File: config.mk
export PLATFORM = sky130hd
export DESIGN_NAME = xfer_dma
export DESIGN_NICKNAME = d
export VERILOG_FILES = /design/src/rtl/xfer_dma_pkg.sv /design/src/rtl/xfer_dma_regs.sv /design/src/rtl/xfer_dma_lane.sv /design/src/rtl/xfer_dma_seq.sv /design/src/rtl/xfer_dma.sv
export SDC_FILE = /design/constraint.sdc
export NUM_CORES = 1
export LEC_CHECK = 0
export BUFFER_PORTS_ARGS = -buffer_cell sky130_fd_sc_hd__buf_2
export CAP_MARGIN = 15
export CORE_MARGIN = 2
export CORE_UTILIZATION = 59
export DETAILED_ROUTE_END_ITERATION = 12
export PLACE_DENSITY = 0.9
export SYNTH_ARGS = -nofsm -noshare
export SYNTH_HDL_FRONTEND = slang
export SYNTH_HIERARCHICAL = 1
export SYNTH_SLANG_ARGS = --single-unit
File: constraint.sdc
create_clock -name clk -period 6.85 [get_ports clk]
set_clock_uncertainty 0.15 [all_clocks]
set_input_delay 1.37 -clock clk [delete_from_list [all_inputs] [get_ports clk]]
set_output_delay 1.37 -clock clk [all_outputs]
set_load 0.1 [all_outputs]
File: src/rtl/xfer_dma_pkg.sv
package xfer_dma_pkg;

  localparam int unsigned REG_W   = 16;
  localparam int unsigned DSP_AW  = 16;
  localparam int unsigned MAIN_AW = 32;
  localparam int unsigned WORD_W  = 16;
  localparam int unsigned BYTE_W  = 8;
  localparam int unsigned LEN_W   = 16;

  localparam logic [REG_W-1:0] A_CTL  = 16'hFFC9;
  localparam logic [REG_W-1:0] A_LEN  = 16'hFFCB;
  localparam logic [REG_W-1:0] A_DSP  = 16'hFFCD;
  localparam logic [REG_W-1:0] A_MHI  = 16'hFFCE;
  localparam logic [REG_W-1:0] A_MLO  = 16'hFFCF;

  localparam int unsigned CTL_DIR_BIT  = 0;
  localparam int unsigned CTL_SPC_BIT  = 1;
  localparam int unsigned CTL_BUSY_BIT = 2;

  typedef enum logic [2:0] {
    S_IDLE,
    S_MRD_HI,
    S_MRD_LO,
    S_DWR,
    S_DRD,
    S_MWR_HI,
    S_MWR_LO
  } seq_state_e;

  function automatic logic [LEN_W-1:0] len_to_words(input logic [LEN_W-1:0] nbytes);
    logic [LEN_W:0] sum;
    sum = {1'b0, nbytes} + {{LEN_W{1'b0}}, 1'b1};
    return sum[LEN_W:1];
  endfunction

  function automatic logic [REG_W-1:0] words_to_bytes(input logic [LEN_W-1:0] words);
    return {words[LEN_W-2:0], 1'b0};
  endfunction

  function automatic logic [DSP_AW-1:0] next_dsp_addr(input logic [DSP_AW-1:0] a);
    return a + {{(DSP_AW-1){1'b0}}, 1'b1};
  endfunction

  function automatic logic [MAIN_AW-1:0] next_main_addr(input logic [MAIN_AW-1:0] a);
    return a + {{(MAIN_AW-2){1'b0}}, 2'd2};
  endfunction

  function automatic logic [MAIN_AW-1:0] byte_addr(input logic [MAIN_AW-1:0] a,
                                                   input logic lo);
    return a + {{(MAIN_AW-1){1'b0}}, lo};
  endfunction

endpackage

File: src/rtl/xfer_dma_regs.sv
module xfer_dma_regs
  import xfer_dma_pkg::*;
(
  input  logic               clk,
  input  logic               rst_n,
  input  logic               reg_we,
  input  logic [REG_W-1:0]   reg_addr,
  input  logic [REG_W-1:0]   reg_wdata,
  input  logic               busy,
  input  logic               step,
  output logic [REG_W-1:0]   reg_rdata,
  output logic               ctl_dir,
  output logic               ctl_space,
  output logic [DSP_AW-1:0]  dsp_addr,
  output logic [MAIN_AW-1:0] main_addr,
  output logic [LEN_W-1:0]   words,
  output logic               launch,
  output logic               launch_zero
);

  logic              wr_ok;
  logic [LEN_W-1:0]  new_words;
  logic              hit_len;

  assign wr_ok       = reg_we && !busy;
  assign hit_len     = wr_ok && (reg_addr == A_LEN);
  assign new_words   = len_to_words(reg_wdata);
  assign launch      = hit_len && (new_words != '0);
  assign launch_zero = hit_len && (new_words == '0);

  always_ff @(posedge clk) begin
    if (!rst_n) begin
      ctl_dir   <= 1'b0;
      ctl_space <= 1'b0;
      dsp_addr  <= '0;
      main_addr <= '0;
      words     <= '0;
    end else if (step) begin
      dsp_addr  <= next_dsp_addr(dsp_addr);
      main_addr <= next_main_addr(main_addr);
      words     <= words - {{(LEN_W-1){1'b0}}, 1'b1};
    end else if (wr_ok) begin
      unique case (reg_addr)
        A_CTL: begin
          ctl_dir   <= reg_wdata[CTL_DIR_BIT];
          ctl_space <= reg_wdata[CTL_SPC_BIT];
        end
        A_LEN: words <= new_words;
        A_DSP: dsp_addr <= reg_wdata[DSP_AW-1:0];
        A_MHI: main_addr[MAIN_AW-1:REG_W] <= reg_wdata;
        A_MLO: main_addr[REG_W-1:0] <= reg_wdata;
        default: ;
      endcase
    end
  end

  always_comb begin
    reg_rdata = '0;
    unique case (reg_addr)
      A_CTL: begin
        reg_rdata[CTL_DIR_BIT]  = ctl_dir;
        reg_rdata[CTL_SPC_BIT]  = ctl_space;
        reg_rdata[CTL_BUSY_BIT] = busy;
      end
      A_LEN:   reg_rdata = words_to_bytes(words);
      A_DSP:   reg_rdata = dsp_addr;
      A_MHI:   reg_rdata = main_addr[MAIN_AW-1:REG_W];
      A_MLO:   reg_rdata = main_addr[REG_W-1:0];
      default: reg_rdata = '0;
    endcase
  end

endmodule

File: src/rtl/xfer_dma_lane.sv
module xfer_dma_lane
  import xfer_dma_pkg::*;
(
  input  logic              clk,
  input  logic              rst_n,
  input  logic              cap_hi,
  input  logic              cap_lo,
  input  logic              cap_word,
  input  logic              sel_lo,
  input  logic [BYTE_W-1:0] mm_rdata,
  input  logic [WORD_W-1:0] dsp_rdata,
  output logic [WORD_W-1:0] word_q,
  output logic [BYTE_W-1:0] byte_out
);

  always_ff @(posedge clk) begin
    if (!rst_n) begin
      word_q <= '0;
    end else if (cap_word) begin
      word_q <= dsp_rdata;
    end else if (cap_hi) begin
      word_q[WORD_W-1:BYTE_W] <= mm_rdata;
    end else if (cap_lo) begin
      word_q[BYTE_W-1:0] <= mm_rdata;
    end
  end

  assign byte_out = sel_lo ? word_q[BYTE_W-1:0] : word_q[WORD_W-1:BYTE_W];

endmodule

File: src/rtl/xfer_dma_seq.sv
module xfer_dma_seq
  import xfer_dma_pkg::*;
(
  input  logic             clk,
  input  logic             rst_n,
  input  logic             launch,
  input  logic             launch_zero,
  input  logic             ctl_dir,
  input  logic [LEN_W-1:0] words,
  input  logic             dsp_ack,
  input  logic             mm_ack,
  output logic             busy,
  output logic             step,
  output logic             done,
  output logic             dsp_req,
  output logic             dsp_we,
  output logic             mm_req,
  output logic             mm_we,
  output logic             mm_lo,
  output logic             cap_hi,
  output logic             cap_lo,
  output logic             cap_word
);

  seq_state_e state_q, state_d;
  seq_state_e first_st;
  logic       done_d;
  logic       last_word;

  assign first_st  = ctl_dir ? S_DRD : S_MRD_HI;
  assign last_word = (words == {{(LEN_W-1){1'b0}}, 1'b1});

  assign busy     = (state_q != S_IDLE);
  assign mm_req   = (state_q == S_MRD_HI) || (state_q == S_MRD_LO) ||
                    (state_q == S_MWR_HI) || (state_q == S_MWR_LO);
  assign mm_we    = (state_q == S_MWR_HI) || (state_q == S_MWR_LO);
  assign mm_lo    = (state_q == S_MRD_LO) || (state_q == S_MWR_LO);
  assign dsp_req  = (state_q == S_DWR) || (state_q == S_DRD);
  assign dsp_we   = (state_q == S_DWR);
  assign cap_hi   = (state_q == S_MRD_HI) && mm_ack;
  assign cap_lo   = (state_q == S_MRD_LO) && mm_ack;
  assign cap_word = (state_q == S_DRD) && dsp_ack;
  assign step     = ((state_q == S_DWR) && dsp_ack) ||
                    ((state_q == S_MWR_LO) && mm_ack);

  always_comb begin
    state_d = state_q;
    done_d  = 1'b0;
    unique case (state_q)
      S_IDLE: begin
        if (launch)           state_d = first_st;
        else if (launch_zero) done_d  = 1'b1;
      end
      S_MRD_HI: if (mm_ack)  state_d = S_MRD_LO;
      S_MRD_LO: if (mm_ack)  state_d = S_DWR;
      S_DRD:    if (dsp_ack) state_d = S_MWR_HI;
      S_MWR_HI: if (mm_ack)  state_d = S_MWR_LO;
      S_DWR, S_MWR_LO: begin
        if (step) begin
          if (last_word) begin
            state_d = S_IDLE;
            done_d  = 1'b1;
          end else begin
            state_d = first_st;
          end
        end
      end
      default: state_d = S_IDLE;
    endcase
  end

  always_ff @(posedge clk) begin
    if (!rst_n) begin
      state_q <= S_IDLE;
      done    <= 1'b0;
    end else begin
      state_q <= state_d;
      done    <= done_d;
    end
  end

endmodule

File: src/rtl/xfer_dma.sv
module xfer_dma
  import xfer_dma_pkg::*;
(
  input  logic               clk,
  input  logic               rst_n,
  input  logic               reg_we,
  input  logic [REG_W-1:0]   reg_addr,
  input  logic [REG_W-1:0]   reg_wdata,
  output logic [REG_W-1:0]   reg_rdata,
  output logic               dsp_req,
  output logic               dsp_we,
  output logic               dsp_space,
  output logic [DSP_AW-1:0]  dsp_addr,
  output logic [WORD_W-1:0]  dsp_wdata,
  input  logic [WORD_W-1:0]  dsp_rdata,
  input  logic               dsp_ack,
  output logic               mm_req,
  output logic               mm_we,
  output logic [MAIN_AW-1:0] mm_addr,
  output logic [BYTE_W-1:0]  mm_wdata,
  input  logic [BYTE_W-1:0]  mm_rdata,
  input  logic               mm_ack,
  output logic               done
);

  logic               busy_w;
  logic               step_w;
  logic               launch_w;
  logic               launch_zero_w;
  logic               ctl_dir_w;
  logic               ctl_space_w;
  logic [MAIN_AW-1:0] main_addr_q;
  logic [LEN_W-1:0]   words_q;
  logic               mm_lo_w;
  logic               cap_hi_w;
  logic               cap_lo_w;
  logic               cap_word_w;

  xfer_dma_regs u_regs (
    .clk        (clk),
    .rst_n      (rst_n),
    .reg_we     (reg_we),
    .reg_addr   (reg_addr),
    .reg_wdata  (reg_wdata),
    .busy       (busy_w),
    .step       (step_w),
    .reg_rdata  (reg_rdata),
    .ctl_dir    (ctl_dir_w),
    .ctl_space  (ctl_space_w),
    .dsp_addr   (dsp_addr),
    .main_addr  (main_addr_q),
    .words      (words_q),
    .launch     (launch_w),
    .launch_zero(launch_zero_w)
  );

  xfer_dma_seq u_seq (
    .clk        (clk),
    .rst_n      (rst_n),
    .launch     (launch_w),
    .launch_zero(launch_zero_w),
    .ctl_dir    (ctl_dir_w),
    .words      (words_q),
    .dsp_ack    (dsp_ack),
    .mm_ack     (mm_ack),
    .busy       (busy_w),
    .step       (step_w),
    .done       (done),
    .dsp_req    (dsp_req),
    .dsp_we     (dsp_we),
    .mm_req     (mm_req),
    .mm_we      (mm_we),
    .mm_lo      (mm_lo_w),
    .cap_hi     (cap_hi_w),
    .cap_lo     (cap_lo_w),
    .cap_word   (cap_word_w)
  );

  xfer_dma_lane u_lane (
    .clk      (clk),
    .rst_n    (rst_n),
    .cap_hi   (cap_hi_w),
    .cap_lo   (cap_lo_w),
    .cap_word (cap_word_w),
    .sel_lo   (mm_lo_w),
    .mm_rdata (mm_rdata),
    .dsp_rdata(dsp_rdata),
    .word_q   (dsp_wdata),
    .byte_out (mm_wdata)
  );

  assign dsp_space = ctl_space_w;
  assign mm_addr   = byte_addr(main_addr_q, mm_lo_w);

endmodule

**Word level (Yosys, flattened, before mapping)**

Cells that the tools add are included.

- Word-level logic and storage cells: 102
- Output and inout bits: 94
- Register bits after elaboration: 86

- Mux-type cells: 31
- Bitwise gates (word level): 1
- Add/sub/neg operators: 5
- Equality and inequality tests: 19
- Reductions and logical operators: 36

Operators by type and width:

| operator | count |
|---|---|
| $mux 16 | 9 |
| $eq 16x16->1 const B | 5 |
| $mux 32 | 2 |
| $pmux 13 s4 | 1 |
| $add 32x1->32 | 1 |
| $add 32x2->32 const B | 1 |
| $mux 8 | 4 |
| $mux 3 | 8 |
| $pmux 3 s6 | 1 |
| $add 16x1->17 const B | 1 |
| $add 16x1->16 const B | 1 |
| $eq 16x1->1 const B | 1 |
| $logic_not 16->1 | 1 |
| $reduce_bool 16->1 | 1 |
| $sub 16x1->16 const B | 1 |
| $pmux 3 s5 | 1 |
| $reduce_bool 2->1 | 7 |
| $ne 2x2->1 const B | 6 |
| $reduce_and 2->1 | 5 |
| $eq 3x3->1 const B | 3 |
| $logic_and 1x1->1 | 9 |
| $logic_or 1x1->1 | 7 |
| $eq 3x2->1 const B | 2 |
| $reduce_and 6->1 | 1 |
| 10 further kinds | 13 |

**Longest topological paths before layout**

Gate-level depths: netlist of run 1.

- Depth in word-level cells: 8
- Depth in mapped cells: 12

**Cells and area by module**

The synthesis of run 1 kept the hierarchy.

By module, submodules not included:

| module | area an instance (um^2) | times used | cells each |
|---|---|---|---|
| xfer_dma_regs | 4,565.6 | 1 | 625 |
| xfer_dma_lane | 794.5 | 1 | 81 |
| xfer_dma | 653.1 | 1 | 93 |
| xfer_dma_seq | 444.2 | 1 | 57 |

**Least setup slack after synthesis of run 1**

No wires, ideal clock.

- Path kind: input port to output port
- Start: in reg_addr[13]
- End: out reg_rdata[6]
- Slack: 1.941 ns
- Data required time: 5.330 ns
- Arrival: 3.389 ns
- Stages on the path: 8
- Buffers on the path: 3
- Path through: and4_1 and4_1 clkbuf_1 and3_2 buf_2 buf_1 a22oi_1 nand2_1

- Longest elaborated chain between the ends: 2

RTL lines:

| item | RTL line | RTL |
|---|---|---|
| start: declaration | xfer_dma.sv:7 | `input logic [REG_W-1:0] reg_addr,` |
| $eq 16x16->1 | xfer_dma_regs.sv:59 | `unique case (reg_addr)` |
| $pmux 13 s4 (*) | xfer_dma_regs.sv:59 |  |
| end: declaration | xfer_dma.sv:9 | `output logic [REG_W-1:0] reg_rdata,` |

Mark *: on every way between the ends. The rest lies on a longest branch, timed or not.

**Worst setup path in the final report of run 1**

- Start: in reg_addr[12]
- End: out reg_rdata[14]

Same word-level chain as after synthesis.

==> results of run 1 <==
worst max-delay path, cell delays in order:
cell and delay, ns:
buf_2 0.08, and4_1 0.22, nor3b_1 0.48, and2_1 0.70, a22oi_1 0.17, nand2_1 0.17, buf_2 0.44
final cells by class:
type / count / area (µm²) / area share [%]
Multi-Input combinational cell: 706 / 4450 / 60.0
Timing Repair Buffer: 158 / 801 / 10.8
Clock buffer: 12 / 155 / 2.09
Sequential cell: 86 / 1720 / 23.2
Tap cell: 140 / 175 / 2.36
Inverter: 12 / 45.0 / 0.608
Clock inverter: 3 / 67.6 / 0.911
cell usage after synthesis, types with 3 or more instances:
master,instances
xor2_1,23
o21ai_0,40
o22ai_1,5
clkbuf_1,31
a21o_1,4
mux2i_1,20
a211oi_1,11
or3_1,7
o211ai_1,7
a41oi_1,3
nand2_1,84
nor2_1,72
xnor2_1,25
a21oi_1,73
nor2b_1,6
and2_1,14
or3_4,3
o21a_1,12
and4_1,16
a22oi_1,32
dfxtp_1,86
nand2b_1,5
o31ai_1,3
buf_1,3
nand3_1,63
mux2_2,12
inv_1,10
and3_1,22
a2bb2oi_1,5
nor3b_1,4
ha_1,12
nand4_1,32
nor3_1,23
buf_6,3
a311oi_1,3
nor4_1,12
buf_2,14
a31oi_1,11
placed cells by master, fill, tap and decap left out, types with 6 or more instances in the layout:
| cell type | count |
|---|---|
| o21ai_0 | 40 |
| inv_1 | 10 |
| a211oi_1 | 11 |
| nand2_1 | 84 |
| mux2_2 | 12 |
| xor2_1 | 23 |
| a31oi_1 | 11 |
| and3_1 | 22 |
| or3_1 | 7 |
| o21a_1 | 12 |
| dfxtp_1 | 86 |
| a22oi_1 | 32 |
| nor4_1 | 12 |
| mux2i_1 | 20 |
| and4_1 | 16 |
| xnor2_1 | 25 |
| nor2_1 | 72 |
| nand3_1 | 63 |
| clkbuf_8 | 11 |
| nor2b_1 | 6 |
| ha_1 | 12 |
| a21oi_1 | 73 |
| o211ai_1 | 7 |
| buf_2 | 154 |
| nor3_1 | 23 |
| and2_1 | 14 |
| nand4_1 | 32 |
registers in the layout, summed over array words and instances (netlist names):
register / flops
u_lane/word_q: 16
u_regs/dsp_addr: 16
u_regs/words: 16
u_seq/done: 1
u_regs/ctl_space: 1
u_seq/state_q: 3
u_regs/main_addr: 32
u_regs/ctl_dir: 1
power by group through the flow:
stage               registers (µW)  logic, µW  clock network (µW)
floorplan                      619        398                   0
global placement               558        553                   0
detailed placement             559        562                   0
CTS                            548        564                 410
global route                   552        606                 429
finish                         549        576                 413
routing by layer:
layer  global-route usage [%]  share of wire, %  routed length (µm)  vias up
li1                         -                 -                   -     3436
met1                     51.8                38                8780     3500
met2                     58.7                42                9900      682
met3                     8.79                15                3410      114
met4                     20.2               5.3                1240        0
met5                        0                 0                   0        -
final timing paths:
| path | startpoint | end | slack [ns] | cells after the start |
|---|---|---|---|---|
| max | reg_addr[12] | reg_rdata[14] | 1.69 | 7 |
| min reg2reg | u_regs/ctl_space | u_regs/ctl_space | 0.35 | 2 |
| max reg2reg | u_seq/state_q[0] | u_regs/words[3] | 3.26 | 11 |
| min | u_regs/ctl_space | u_regs/ctl_space | 0.35 | 2 |
cells by family after synthesis:
| kind of cell | share of synthesized area (%) |
|---|---|
| AO/OA/AOI/OAI | 23.0 |
| XOR/XNOR | 6.51 |
| adder cells (fa/ha/maj) | 2.33 |
| buffers and inverters | 4.51 |
| flip-flops | 26.7 |
| multiplexers | 5.19 |
| AND/OR/NAND/NOR | 31.8 |
stage by stage:
step	hold slack [ns]	std cells
3_3_place_gp	0.325	1102
5_1_grt	0.385	1117
4_1_cts	0.342	1117
6_report	0.351	1117
3_5_place_dp	0.325	1102
2_1_floorplan	0.316	856
==> results.cfg, run 1 <==
[outcome]
status = complete, no violations

[clock_network]
cts_buffers = 9
clk_pin_slew_ns = 0.08
clock-sinks = 86
holdBufCountCts = 0
root_buffer = clkbuf_8
cts-resized-gates = 0
cts_buffer_depth = 2
ctsHtreeMaxLevel = 3
post_cts_buffers = 0
clkLatencyLatePin_ns = 0.36
cts_tree = built

[global_routing]
first_global_vias = 6865
grt.overflow.total = 0
grt_max_degree = 50
track_usage_pct = 38.9
antenna_found_initial = 0
grt_pass1_wl_um = 35800

[synthesis]
avgSynthCellArea_um2 = 7.54
ys_ff_latch = 86
syn_area_mm2 = 0.00646
synth_cell_type_count = 74
ys_warn_count = 6
yosys.area.top_type = dfxtp_1
syn-num-nets = 929
yosysSeqAreaShare_pct = 26.7
synth-async-reset-ratio_pct = 0
yosys_most_used_dff = dfxtp_1
synth_edf_count = 0
yosys.area.top_type_share_pct = 26.7
syn_inst = 856
synth_area_leaders = dfxtp_1 (27%), a21oi_1 (5.7%), nand3_1 (4.9%)

[floorplan]
num_rows = 38
die_w_um = 109
die_area_mm2 = 0.0118
core-area_mm2 = 0.0107
top_level_ports = 155
start_util_pct = 60.1
die_y_um = 109

[sta]
finalSetupViolations = 0
layout_setup_ws_ns = 1.69
hold_viol_final = 0
rsz0062_at_grt = no
finalCritPeriodShare_pct = 75.3
worst_pin_slew_ns = 1.03
tns_ns = 0
slew-limit-headroom_pct = 30.9
final_max_slew_viol_count = 0
timing.final.crit_period_ns = 5.16
fmax_mhz = 194

[final_layout]
area_growth_pct = 14.8
n_antenna_cell = 0
nFillCells = 914
fin_area_mm2 = 0.00741
fin_util_pct = 69.0
final_layout_size_suffix_gt1_share_pct = 21.3
nets = 1046

[place]
detailed_place_hpwl_um = 16600
port_buffers = 154
post-place-ws_ns = 1.77
placed_area_mm2 = 0.00719
gp_congestion = 0.968

[pwr]
p_sw_share_pct = 41.5
powerDensity_mw_per_mm2 = 207
peakVddDrop_mv = 0.425
switchingPower_uw = 637
clockPowerShare_pct = 26.9
leakage_uw = 0.00306
p_int_uw = 900
seqPwrFrac_pct = 35.7
comb_power_share_pct = 37.4
power.total_uw = 1540

[drt]
drt_iter0_markers = 1245
drc = 0
post_drt_via_cell_ratio = 6.92
routedWlPerCell_um = 20.9
ant_nets = 0
vias = 7732
wl_um = 23300
drt_pass1_iterations = 7

[setup_path]
crit_fanout = 17
crit_path_start_kind = input pin
arrival_ns = 3.64
required_ns = 5.33
path_class = input pin to output pin
cp-end-kind = output pin

[job]
cap_violations = 0

[worst_hold_path]
hold_path.class = register to register
No activity file was read; power rests on OpenSTA's default activity.
==> inputs of run 2 (changes only) <==
--- a/config.mk
+++ b/config.mk
@@ -8,9 +8,9 @@
 export BUFFER_PORTS_ARGS = -buffer_cell sky130_fd_sc_hd__buf_2
 export CAP_MARGIN = 15
 export CORE_MARGIN = 2
-export CORE_UTILIZATION = 59
+export CORE_UTILIZATION = 50
 export DETAILED_ROUTE_END_ITERATION = 12
-export PLACE_DENSITY = 0.9
+export PLACE_DENSITY = 0.81
 export SYNTH_ARGS = -nofsm -noshare
 export SYNTH_HDL_FRONTEND = slang
 export SYNTH_HIERARCHICAL = 1
==> constraint.sdc (replaced) <==
create_clock -name clk -period 4.2 [get_ports clk]
set_clock_uncertainty 0.15 [all_clocks]
set_input_delay 0.84 -clock clk [delete_from_list [all_inputs] [get_ports clk]]
set_output_delay 0.84 -clock clk [all_outputs]
set_load 0.1 [all_outputs]
==> results.cfg, run 2 (same netlist as run 1, synthesis figures left out) <==
[setup_path]
required_ns = 3.21
crit_path_start_kind = register
crit_path_top_delay_cell = nor4b_2
crit_fanout = 5
crit_path_cell_trace = inv_1 -> ha_1 -> ha_1 -> ha_1 -> and4_1 -> nor4b_2 -> nand2_1 -> xnor2_1 -> buf_2
critPathMaxStageDelay_ns = 0.47
crit_top_cell = ha_1
path_class = register to output pin
cp-end-kind = output pin
arrival_ns = 3.04
path_buf_inv = 2
critPathTopFamily = simple AND/OR/NAND/NOR gates

[drt]
wl_um = 22600
ant_nets = 0
post_drt_via_cell_ratio = 6.55
vias = 7564
routedWlPerCell_um = 19.6
drt_pass1_iterations = 6
drc = 0
drt_iter0_markers = 1093

[sta]
final_max_slew_viol_count = 0
finalSetupViolations = 0
layout_setup_ws_ns = 0.173
slew-limit-headroom_pct = 40.4
fmax_mhz = 248
worst_pin_slew_ns = 0.883
hold_ws_ns = 0.362
hold_viol_final = 0
timing.final.crit_period_ns = 4.03
tns_ns = 0
rsz0062_at_grt = no
finalCritPeriodShare_pct = 95.9

[place]
port_buffers = 154
detailed_place_hpwl_um = 16300
post-place-ws_ns = 0.503
gp_congestion = 0.977

[final_layout]
final_layout_size_suffix_gt1_share_pct = 22.2
top_register = u_regs/main_addr
area_growth_pct = 21.7
largest_reg_flops = 32
n_antenna_cell = 0
final_cell_mix = buf_2 (136), dfxtp_1 (86), nand2_1 (84)
nFillCells = 1117
layout_commonest_cell = buf_2
nets = 1051

[job]
cap_violations = 0

[clock_network]
clk_pin_slew_ns = 0.06
cts_buffer_depth = 2
ctsHtreeMaxLevel = 3
root_buffer = clkbuf_16
holdBufCountCts = 0
post_cts_buffers = 0
clkLatencyLatePin_ns = 0.35
cts_buffers = 9
cts-resized-gates = 0
clock-sinks = 86
cts_tree = built

[worst_hold_path]
hold_path.class = register to register

[floorplan]
die_y_um = 118
die_w_um = 118
num_rows = 41
core-area_mm2 = 0.0126
top_level_ports = 155
start_util_pct = 51.2
die_area_mm2 = 0.0138

[global_routing]
grt_pass1_wl_um = 35400
grtUsageMet2_pct = 48.1
met3_usage_pct = 7.32
grt.overflow.total = 0
grt_use_met1_pct = 40.8
track_usage_pct = 31.5
top_usage_layer = met2
first_global_vias = 6712
antenna_found_initial = 0
grt_max_degree = 50

[pwr]
leakage_uw = 0.00320
peakVddDrop_mv = 0.548
powerDensity_mw_per_mm2 = 338

[outcome]
status = complete, no violations
run 2: cell count changes in the layout (fill, tap and decap cells not counted), moves of 5 or more:
cell	delta
buf_12	+18
clkbuf_16	+9
buf_4	+5
clkbuf_8	-10
buf_2	-18
run 2: per-layer routing:
metal | up-vias | wire, µm
li1 | 3453 | -
met1 | 3476 | 8750
met2 | 548 | 9950
met3 | 87 | 2680
met4 | 0 | 1240
met5 | - | 0
run 2: worst paths after layout:
path / start / endpoint / slack (ns) / cells after the start
max: u_seq/state_q[0] / mm_addr[18] / 0.17 / 9
min: u_regs/ctl_space / u_regs/ctl_space / 0.36 / 2
max reg2reg: u_seq/state_q[0] / u_regs/main_addr[4] / 1.14 / 9
min reg2reg: u_regs/ctl_space / u_regs/ctl_space / 0.36 / 2
run 2: cell type report:
cell class,count,area (µm²),area share (%)
multi-input combinational,706,4470,56.9
clock buffer,10,239,3.04
tap,172,215,2.74
timing repair buffer,163,1110,14.1
clock inverter,6,61.3,0.780
sequential,86,1720,21.9
inverter,12,45.0,0.573
run 2: worst min-delay path, delay by kind of cell, from the launching register on:
family             cells  cell delay [ns]
and+or+nand+nor        1             0.06
AOI/OAI and AO/OA      1             0.06
DFF                    1             0.34
run 2: metrics by stage:
stage | utilization [%] | area [µm²] | power (µW) | std cells
final | 62.3 | 7860 | 2660 | 1155
after global routing | 62.3 | 7860 | 2750 | 1155
after CTS | 62.3 | 7860 | 2650 | 1155
after detailed placement | 59.9 | 7560 | 1840 | 1139
after global placement | 59.9 | 7560 | 1830 | 1139
after floorplan | - | 6480 | 1660 | 856
run 2: where the power goes:
part / total (µW) / switching [µW] / leakage (µW) / internal [µW]
logic: 942 / 684 / 0.00236 / 259
clock network: 824 / 349 / 0.000148 / 475
registers: 894 / 42.8 / 0.000693 / 851
==> inputs of run 3 (changes only) <==
--- a/config.mk
+++ b/config.mk
@@ -8,10 +8,9 @@
 export BUFFER_PORTS_ARGS = -buffer_cell sky130_fd_sc_hd__buf_2
 export CAP_MARGIN = 15
 export CORE_MARGIN = 2
-export CORE_UTILIZATION = 50
+export CORE_UTILIZATION = 49
 export DETAILED_ROUTE_END_ITERATION = 12
-export PLACE_DENSITY = 0.81
+export PLACE_DENSITY = 0.8
 export SYNTH_ARGS = -nofsm -noshare
 export SYNTH_HDL_FRONTEND = slang
-export SYNTH_HIERARCHICAL = 1
 export SYNTH_SLANG_ARGS = --single-unit
==> results.cfg, run 3 <==
[synthesis]
synth_top_family_by_area = simple AND/OR/NAND/NOR gates
yosys.area.top_type_share_pct = 27.4
synth-async-reset-ratio_pct = 0
syn_area_mm2 = 0.00627
muxShareOfSynthArea_pct = 2.09
yosys_most_used_dff = dfxtp_1
yosys.area.top_type = dfxtp_1
synth_fa_ha_area_share_pct = 2.19
synth-compound-area-share_pct = 24.4
syn-num-nets = 937
synth_edf_count = 0
avgSynthCellArea_um2 = 7.25
synth.most_common_cell = nand2_1
synth.top_cells.by_count = nand2_1 (123), dfxtp_1 (86), nor2_1 (76), a21oi_1 (61), o21ai_0 (53)
synth_area_leaders = dfxtp_1 (27%), nand2_1 (7.4%), a21oi_1 (4.9%)
syn_inst = 865
synth_cell_type_count = 71
synth_xor_area_share_pct = 6.42
ys_warn_count = 0
yosys.area_share.simple_pct = 31.5
ys_ff_latch = 86
yosysSeqAreaShare_pct = 27.4

[clock_network]
clock-sinks = 86
root_buffer = clkbuf_16
cts-resized-gates = 0
cts_buffer_depth = 2
clk_pin_slew_ns = 0.06
cts_buffers = 9
post_cts_buffers = 0
holdBufCountCts = 0
clkLatencyLatePin_ns = 0.35
cts_tree = built
ctsHtreeMaxLevel = 3

[place]
port_buffers = 154
detailed_place_hpwl_um = 16800
place.detailed.instances = 1141
placed_area_mm2 = 0.00759
gp_congestion = 0.997
post-place-ws_ns = 0.661

[global_routing]
track_usage_pct = 33.1
grt_max_degree = 52
first_global_vias = 6516
grt.overflow.total = 0
antenna_found_initial = 0
grt_pass1_wl_um = 34800

[sta]
final_max_slew_viol_count = 0
layout_setup_ws_ns = 0.306
finalSetupViolations = 0
worst_pin_slew_ns = 1.04
hold_viol_final = 0
rsz0062_at_grt = no
slew-limit-headroom_pct = 30.2
timing.final.crit_period_ns = 3.89
fmax_mhz = 257
finalCritPeriodShare_pct = 92.7

[pwr]
peakVddDrop_mv = 0.158
leakage_uw = 0.00327
powerDensity_mw_per_mm2 = 218
power.total_uw = 1710

[final_layout]
n_antenna_cell = 0
largest_reg_flops = 32
fin_area_mm2 = 0.00787
finalNonFillerCells = 1157
layout_commonest_cell = buf_2
area_growth_pct = 25.5
fin_util_pct = 62.6
nets = 1052
final_layout_size_suffix_gt1_share_pct = 21.9
final_cell_mix = buf_2 (126), nand2_1 (123), dfxtp_1 (86)
top_register = u_regs.main_addr

[worst_hold_path]
hold_end = u_regs.ctl_dir
min-delay-start = u_regs.ctl_dir
hold_path.class = register to register
hold_depth = 2

[setup_path]
crit_fanout = 6
cp-startpoint = u_seq.state_q[0]
r2r-end = u_regs.main_addr[29]
cp-end-kind = output pin
r2r-start = u_seq.state_q[0]
r2r_cells = 8
arrival_ns = 2.90
required_ns = 3.21
regToRegSetupSlack_ns = 1.15
path_class = register to output pin
crit_path_start_kind = register

[outcome]
status = complete, no violations

[drt]
ant_nets = 0
routedWlPerCell_um = 19.8
drt_iter0_markers = 1125
post_drt_via_cell_ratio = 6.43
wl_um = 22900
drt_pass1_iterations = 7
drc = 0
vias = 7444

[floorplan]
die_y_um = 117
die_w_um = 117
start_util_pct = 49.9
num_rows = 41
core-area_mm2 = 0.0126
top_level_ports = 155
die_area_mm2 = 0.0137

[job]
cap_violations = 0
run 3: changes by cell type after synthesis, moves of 10 or more:
cell	previous run	this run
a21oi_1	73	61
inv_1	10	22
xor2_1	23	12
mux2i_1	20	3
a31oi_1	11	32
o21a_1	12	2
nand2_1	84	123
o21ai_0	40	53
a222oi_1	2	16
a22oi_1	32	9
clkbuf_1	31	47
nand3_1	63	40
run 3: area by class of cell:
class                           instances  area [µm²]
Fill cell                            1120        4700
Multi-Input combinational cell        690        4250
Sequential cell                        86        1720
Timing Repair Buffer                  170        1310
Clock buffer                           16         282
Tap cell                              172         215
Inverter                               23        86.3
run 3: report_power, final:
| part | switching (µW) | leakage, µW | internal [µW] |
|---|---|---|---|
| Sequential | 0.0466 | 0.000692 | 815 |
| Combinational | 79.3 | 0.00244 | 39.1 |
| Clock | 327 | 0.000137 | 451 |
| Total | 406 | 0.00327 | 1310 |
run 3: critical path: stages (launching register included):
cell,delay [ns]
dfxtp_1,0.34
inv_1,0.09
ha_1,0.17
ha_1,0.25
ha_1,0.23
nand3_1,0.18
nor3_1,0.19
buf_4,0.19
nand3_1,0.13
nor2_1,0.24
nand2_1,0.13
xnor2_2,0.19
buf_12,0.20
run 3: cell families (layout without fill, tap and decap cells):
| logic type | Yosys count | count (layout) |
|---|---|---|
| mux | 12 | 12 |
| compound gates | 234 | 234 |
| flops | 86 | 86 |
| fa+ha+maj | 11 | 11 |
| simple gates | 387 | 387 |
| xor+xnor | 46 | 46 |
| buf+inv | 89 | 209 |
run 3: metrics by stage:
| step | hold WS [ns] | setup TNS (ns) |
|---|---|---|
| 6_report | 0.357 | 0 |
| 5_1_grt | 0.368 | 0 |
| 4_1_cts | 0.353 | 0 |
| 3_5_place_dp | 0.338 | 0 |
| 3_3_place_gp | 0.336 | 0 |
| 2_1_floorplan | 0.299 | -0.114 |
run 3: worst max path at each step:
stage,endpoint
2_1_floorplan,mm_addr[12]
3_3_place_gp,reg_rdata[2]
3_5_place_dp,reg_rdata[2]
4_1_cts,mm_addr[28]
5_1_grt,mm_addr[28]
6_report,mm_addr[28]
run 3: routing by layer:
layer / vias up / wire length (µm) / track usage (%)
met1: 3460 / 8570 / 40.4
li1: 3423 / - / -
met2: 449 / 10400 / 52.6
met3: 112 / 2490 / 8.14
met4: 0 / 1420 / 19.8
met5: - / 0 / 0
